--- src/rtl/swb_pkg.sv ---
package swb_pkg;
    localparam int HOST_W  = 32;
    localparam int XDATA_W = 64;
    localparam int PAGE_W  = 8;
    localparam int OFS_W   = 8;

    localparam logic [7:0] A_CMD  = 8'h2C;
    localparam logic [7:0] A_WDHI = 8'h30;
    localparam logic [7:0] A_WDLO = 8'h34;
    localparam logic [7:0] A_RDHI = 8'h38;
    localparam logic [7:0] A_RDLO = 8'h3C;
    localparam logic [7:0] A_CTRL = 8'h40;
    localparam logic [7:0] A_EVT  = 8'h44;

    localparam int B_GO   = 0;
    localparam int B_WR   = 1;
    localparam int B_RST  = 2;
    localparam int B_OFS  = 16;
    localparam int B_PAGE = 24;
    localparam int B_REQ  = 3;
    localparam int B_GNT  = 4;
    localparam int B_INIT = 6;

    typedef enum logic [1:0] {XF_IDLE, XF_LAUNCH, XF_WAIT} xfer_state_t;
    typedef enum logic {OWN_FREE, OWN_HELD} own_state_t;
endpackage

--- src/rtl/swb_own_arb.sv ---
module swb_own_arb
    import swb_pkg::*;
(
    input  logic clk,
    input  logic rst_n,
    input  logic req,
    input  logic xfer_busy,
    output logic grant
);
    own_state_t state_q, state_d;

    always_ff @(posedge clk) begin
        if (!rst_n) state_q <= OWN_FREE;
        else        state_q <= state_d;
    end

    always_comb begin
        state_d = state_q;
        unique case (state_q)
            OWN_FREE: if (req && !xfer_busy) state_d = OWN_HELD;
            OWN_HELD: if (!req)              state_d = OWN_FREE;
            default:                         state_d = OWN_FREE;
        endcase
    end

    always_comb grant = (state_q == OWN_HELD);


    grant_rise_chk: assert property (@(posedge clk) disable iff (!rst_n)
        (req && !grant && !xfer_busy) |=> grant);

    grant_fall_chk: assert property (@(posedge clk) disable iff (!rst_n)
        !req |=> !grant);
endmodule

--- src/rtl/swb_xfer_fsm.sv ---
module swb_xfer_fsm
    import swb_pkg::*;
(
    input  logic clk,
    input  logic rst_n,
    input  logic start,
    input  logic op_write,
    input  logic sw_done,
    output logic busy,
    output logic sw_req,
    output logic rd_capture
);
    xfer_state_t state_q, state_d;

    always_ff @(posedge clk) begin
        if (!rst_n) state_q <= XF_IDLE;
        else        state_q <= state_d;
    end

    always_comb begin
        state_d = state_q;
        unique case (state_q)
            XF_IDLE:   if (start)   state_d = XF_LAUNCH;
            XF_LAUNCH:              state_d = XF_WAIT;
            XF_WAIT:   if (sw_done) state_d = XF_IDLE;
            default:                state_d = XF_IDLE;
        endcase
    end

    always_comb begin
        busy       = (state_q != XF_IDLE);
        sw_req     = (state_q == XF_LAUNCH);
        rd_capture = (state_q == XF_WAIT) && sw_done && !op_write;
    end


    req_single_chk: assert property (@(posedge clk) disable iff (!rst_n)
        sw_req |=> (!sw_req && busy));

    start_req_chk: assert property (@(posedge clk) disable iff (!rst_n)
        (start && !busy) |=> sw_req);

    done_idle_chk: assert property (@(posedge clk) disable iff (!rst_n)
        (busy && !sw_req && sw_done) |=> !busy);
endmodule

--- src/rtl/swb_evt_latch.sv ---
module swb_evt_latch #(
    parameter int N = 13
) (
    input  logic         clk,
    input  logic         rst_n,
    input  logic [N-1:0] pulse,
    input  logic [N-1:0] clr,
    output logic [N-1:0] flags
);
    for (genvar i = 0; i < N; i++) begin : g_bit
        always_ff @(posedge clk) begin
            if (!rst_n) flags[i] <= 1'b0;
            else        flags[i] <= pulse[i] | (flags[i] & ~clr[i]);
        end


        evt_set_chk: assert property (@(posedge clk) disable iff (!rst_n)
            pulse[i] |=> flags[i]);

        evt_hold_chk: assert property (@(posedge clk) disable iff (!rst_n)
            (flags[i] && !clr[i]) |=> flags[i]);
    end
endmodule

--- src/rtl/swreg_bridge.sv ---
module swreg_bridge
    import swb_pkg::*;
#(
    parameter int EVT_N = 13
) (
    input  logic                clk,
    input  logic                rst_n,
    input  logic [7:0]          h_addr,
    input  logic                h_wr,
    input  logic [HOST_W-1:0]   h_wdata,
    output logic [HOST_W-1:0]   h_rdata,
    output logic                sw_req,
    output logic                sw_we,
    output logic [PAGE_W-1:0]   sw_page,
    output logic [OFS_W-1:0]    sw_ofs,
    output logic [XDATA_W-1:0]  sw_wdata,
    input  logic                sw_done,
    input  logic [XDATA_W-1:0]  sw_rdata,
    input  logic                sw_init_done,
    input  logic [EVT_N-1:0]    sw_evt,
    output logic                sw_reset
);
    localparam int HALF = XDATA_W / 2;
    localparam int PAD  = HOST_W - EVT_N;

    logic              grant, busy, rd_capture, accept, start;
    logic              req_q, we_q, rst_q;
    logic [PAGE_W-1:0] page_q;
    logic [OFS_W-1:0]  ofs_q;
    logic [HALF-1:0]   wd_lo_q, wd_hi_q, rd_lo_q, rd_hi_q;
    logic [EVT_N-1:0]  evt_q, evt_clr;
    logic              wr_cmd, wr_wdlo, wr_wdhi, wr_ctrl, wr_evt;

    always_comb begin
        wr_cmd  = h_wr && (h_addr == A_CMD);
        wr_wdlo = h_wr && (h_addr == A_WDLO);
        wr_wdhi = h_wr && (h_addr == A_WDHI);
        wr_ctrl = h_wr && (h_addr == A_CTRL);
        wr_evt  = h_wr && (h_addr == A_EVT);
        accept  = grant && !busy;
        start   = wr_cmd && accept && h_wdata[B_GO];
        evt_clr = wr_evt ? h_wdata[EVT_N-1:0] : '0;
    end

    always_ff @(posedge clk) begin
        if (!rst_n) begin
            req_q   <= 1'b0;
            we_q    <= 1'b0;
            rst_q   <= 1'b0;
            page_q  <= '0;
            ofs_q   <= '0;
            wd_lo_q <= '0;
            wd_hi_q <= '0;
            rd_lo_q <= '0;
            rd_hi_q <= '0;
        end else begin
            if (wr_ctrl) req_q <= h_wdata[B_REQ];
            if (wr_cmd && accept) begin
                page_q <= h_wdata[B_PAGE +: PAGE_W];
                ofs_q  <= h_wdata[B_OFS +: OFS_W];
                we_q   <= h_wdata[B_WR];
                rst_q  <= h_wdata[B_RST];
            end
            if (wr_wdlo && accept) wd_lo_q <= h_wdata;
            if (wr_wdhi && accept) wd_hi_q <= h_wdata;
            if (rd_capture) begin
                rd_lo_q <= sw_rdata[HALF-1:0];
                rd_hi_q <= sw_rdata[XDATA_W-1:HALF];
            end
        end
    end

    swb_own_arb u_own (
        .clk       (clk),
        .rst_n     (rst_n),
        .req       (req_q),
        .xfer_busy (busy),
        .grant     (grant)
    );

    swb_xfer_fsm u_xfer (
        .clk        (clk),
        .rst_n      (rst_n),
        .start      (start),
        .op_write   (we_q),
        .sw_done    (sw_done),
        .busy       (busy),
        .sw_req     (sw_req),
        .rd_capture (rd_capture)
    );

    swb_evt_latch #(.N(EVT_N)) u_evt (
        .clk   (clk),
        .rst_n (rst_n),
        .pulse (sw_evt),
        .clr   (evt_clr),
        .flags (evt_q)
    );

    always_comb begin
        sw_we    = we_q;
        sw_page  = page_q;
        sw_ofs   = ofs_q;
        sw_wdata = {wd_hi_q, wd_lo_q};
        sw_reset = rst_q;
    end

    always_comb begin
        h_rdata = '0;
        case (h_addr)
            A_CMD:  h_rdata = {page_q, ofs_q, 13'd0, rst_q, we_q, busy};
            A_WDHI: h_rdata = wd_hi_q;
            A_WDLO: h_rdata = wd_lo_q;
            A_RDHI: h_rdata = rd_hi_q;
            A_RDLO: h_rdata = rd_lo_q;
            A_CTRL: begin
                h_rdata[B_REQ]  = req_q;
                h_rdata[B_GNT]  = grant;
                h_rdata[B_INIT] = sw_init_done;
            end
            A_EVT:  h_rdata = {{PAD{1'b0}}, evt_q};
            default: h_rdata = '0;
        endcase
    end


    nogrant_cmd_chk: assert property (@(posedge clk) disable iff (!rst_n)
        (wr_cmd && !grant && !busy) |=> !busy);

    busy_data_chk: assert property (@(posedge clk) disable iff (!rst_n)
        ((wr_wdlo || wr_wdhi) && busy) |=> ($stable(wd_lo_q) && $stable(wd_hi_q)));

    wr_keep_rd_chk: assert property (@(posedge clk) disable iff (!rst_n)
        (busy && we_q) |=> ($stable(rd_lo_q) && $stable(rd_hi_q)));

    go_busy_chk: assert property (@(posedge clk) disable iff (!rst_n)
        start |=> busy);
endmodule

--- config.mk ---
export PLATFORM = sky130hd
export DESIGN_NAME = swreg_bridge
export DESIGN_NICKNAME = d
export VERILOG_FILES = /design/src/rtl/swb_pkg.sv /design/src/rtl/swb_own_arb.sv /design/src/rtl/swb_xfer_fsm.sv /design/src/rtl/swb_evt_latch.sv /design/src/rtl/swreg_bridge.sv
export SDC_FILE = /design/constraint.sdc
export NUM_CORES = 1
export LEC_CHECK = 0
export BUFFER_PORTS_ARGS = -buffer_cell sky130_fd_sc_hd__buf_2
export CAP_MARGIN = 20
export CORE_UTILIZATION = 42
export DETAILED_ROUTE_END_ITERATION = 12
export MAX_ROUTING_LAYER = met4
export PLACE_DENSITY = 0.7
export REMOVE_ABC_BUFFERS = 1
export SLEW_MARGIN = 20
export SYNTH_ARGS = -nofsm -noshare
export SYNTH_HDL_FRONTEND = slang
export SYNTH_HIERARCHICAL = 1
export SYNTH_SLANG_ARGS = --single-unit
export TNS_END_PERCENT = 20
--- constraint.sdc ---
create_clock -name clk -period 1.8 [get_ports clk]
set_input_delay 0.09 -clock clk [delete_from_list [all_inputs] [get_ports clk]]
set_output_delay 0.09 -clock clk [all_outputs]
set_load 0.01 [all_outputs]
==> flow_metrics.py <==
metrics = {
    "floorplanning": {
        "die_x_um": 136,
        "rows": 48,
        "core_area_um2": 17500,
        "die_area_um2": 18600,
        "start_util": 0.433,
        "fp.dieH_um": 136,
        "io_pins": 237,
    },
    "sta": {
        "finalSetupViolations": 0,
        "slew_violations": 0,
        "clock.fmax_mhz": 566,
        "rsz0062_at_grt": "yes",
        "finalCritPeriodShare": 0.982,
        "slew_headroom": 0.725,
        "tightest_slew_ns": 0.407,
        "fin_crit_ns": 1.77,
        "clock_skew_ns": 0.0106,
        "hold_viol": 0,
    },
    "clock_tree": {
        "cts_tree": "yes",
        "clock_path_buffers": 2,
        "numCtsBuffers": 17,
        "clock-sinks": 163,
        "postCtsSetupRepairBufs": 0,
        "ctsRootBufferMaster": "clkbuf_16",
        "path_clk_slew_ns": 0.07,
        "clkLatencyLatePin_ns": 0.43,
        "cts.htree.levels": 4,
    },
    "layout": {
        "drive_above_1_share": 0.308,
        "syn2layout_area_growth_pct": 46.2,
        "fill_cells": 1433,
        "final_common_cell": "buf_2",
        "finalInstanceArea_um2": 11100,
        "final_cell_mix": "buf_2 (234), dfxtp_1 (159), nand2_1 (139)",
        "final_nets": 1291,
        "fin_util": 0.633,
    },
    "synthesis": {
        "post_synth.cell_area_avg_um2": 9.31,
        "syn_inst": 813,
        "synth_top_cell_by_area": "dfxtp_1",
        "synth_edf_count": 0,
        "synth_cell_type_count": 50,
        "async_flop_share": 0,
        "yosysWarnings": 6,
        "ys_ff_latch": 163,
        "ys.flop_type": "dfxtp_1",
        "synth_area_leaders": "dfxtp_1 (43%), mux2i_1 (13%), nor2b_1 (8.1%), nand2_1 (6.9%), a21boi_1 (6.3%)",
        "synth-seq-area-share": 0.431,
        "synth_top_area_frac": 0.431,
        "syn_area_um2": 7570,
    },
    "global_route": {
        "grt_pass1_wl_mm": 37.6,
        "overflow": 0,
        "grt_pass1_vias": 7129,
        "grt_max_degree": 66,
        "grt_usage": 0.276,
        "antenna_found_initial": 2,
    },
    "setup_path": {
        "crit_arrival_ns": 1.68,
        "start_kind": "flip-flop",
        "r2r_cells": 6,
        "critPathKind": "reg2out",
        "crit_path_end_kind": "output port",
        "path_max_fanout": 4,
        "required_ns": 1.71,
    },
    "detailed_routing": {
        "avgViaCountPerCell": 5.21,
        "wl_per_cell_um": 17.7,
        "vias": 7347,
        "dr.pass1.iters": 5,
        "drc": 0,
        "postRouteAntennaNets": 0,
        "drt_iter0_drc": 420,
        "wl_mm": 24.9,
    },
    "worst_hold_path": {
        "min_path_type": "in2reg",
        "min_path_cells": 2,
    },
    "power_and_ir_drop": {
        "ir_drop_v": 0.000609,
        "power_density_nw_per_um2": 726,
        "power_leakage_nw": 4.45,
    },
    "placed_design": {
        "dp.final_hpwl_mm": 16.6,
        "io_buffers": 236,
        "finalWeightedCongestion": 0.803,
        "place_area_um2": 9330,
    },
    "run_status": {
        "outcome": "complete, no violations",
    },
    "run": {
        "maxCapViolations": 0,
    },
}
-- repair_timing --
action                     in CTS  in global routing
setup endpoints to repair       2                 19
cloned                          0                  0
resized for setup               4                  8
hold buffers                  110                  0
hold endpoints to repair      160                  0
pin swaps                       1                  3
-- per-layer routing --
metal  vias to the layer above  global-route usage  part of all wire
li1                       3535                   -                 -
met1                      3497               0.335              0.44
met2                       264               0.446              0.48
met3                        51              0.0511             0.053
met4                         0               0.122             0.028
met5                         -                   -                 0
-- sequential cells by signal (all words and copies together) (netlist names) --
| name | cells |
|---|---|
| u_own/grant | 1 |
| wd_hi_q | 32 |
| u_evt/flags | 13 |
| rd_lo_q | 32 |
| req_q | 1 |
| u_xfer/state_q | 2 |
| sw_page | 8 |
| sw_ofs | 8 |
| wd_lo_q | 32 |
| sw_reset | 1 |
| rd_hi_q | 32 |
| sw_we | 1 |
-- kinds of logic after synthesis --
kind of cell,Yosys count,share of synthesized area
DFF,163,0.431
muxes,116,0.165
AOI/OAI and AO/OA,161,0.156
buffers and inverters,62,0.0369
and+or+nand+nor,311,0.211
-- worst paths after layout --
kind / from / endpoint / slack (ns)
max: u_xfer/state_q[0] / h_rdata[0] / 0.03
min: rst_n / rd_lo_q[19] / 0.12
max reg2reg: u_xfer/state_q[0] / sw_page[5] / 0.08
min reg2reg: req_q / u_own/grant / 0.47
-- cell type report --
cell class | instances | area [um2] | area share
clock buffer | 19 | 453 | 0.0409
inverter | 1 | 3.75 | 0.000339
multi-input combinational | 588 | 4090 | 0.369
clock inverter | 13 | 150 | 0.0136
timing repair buffer | 398 | 2820 | 0.255
sequential | 163 | 3270 | 0.295
antenna | 2 | 5.00 | 0.000452
tap | 225 | 282 | 0.0254
-- worst max-delay path: stages, from the launching register on --
cell,delay (ns)
dfxtp_2,0.33
or2_4,0.26
buf_4,0.15
nand3b_1,0.07
a21oi_1,0.06
a211o_1,0.24
buf_6,0.13
-- report_power, final --
group          switching, mW  total [mW]  leakage, nW  internal [mW]
registers            0.00911        3.64         1.32           3.63
logic                  0.286       0.685         2.86          0.399
clock network           1.58        3.71        0.279           2.14
total                   1.87        8.03         4.45           6.16
-- Yosys cell counts, types with 14 or more instances --
library cell / instances
buf_2: 19
a21oi_1: 19
nor2_1: 23
clkbuf_1: 35
and3_1: 14
a22oi_1: 20
nor2b_1: 98
mux2i_1: 98
dfxtp_1: 163
a21boi_1: 64
nand2_1: 139
o21a_1: 14
-- through the flow --
step | hold WS [ns] | TNS (ns) | setup slack (ns) | power (mW) | std cells
after global placement | 0.300 | 0 | 0.0964 | 4.20 | 1265
after global routing | 0.120 | -0.161 | -0.0339 | 8.30 | 1409
after floorplan | 0.208 | -64.49 | -0.906 | 3.85 | 752
after CTS | 0.109 | 0 | 0.0108 | 8.09 | 1407
final | 0.122 | 0 | 0.0327 | 8.03 | 1409
after detailed placement | 0.300 | 0 | 0.0542 | 4.20 | 1265
(Power assumes the default switching activity.)
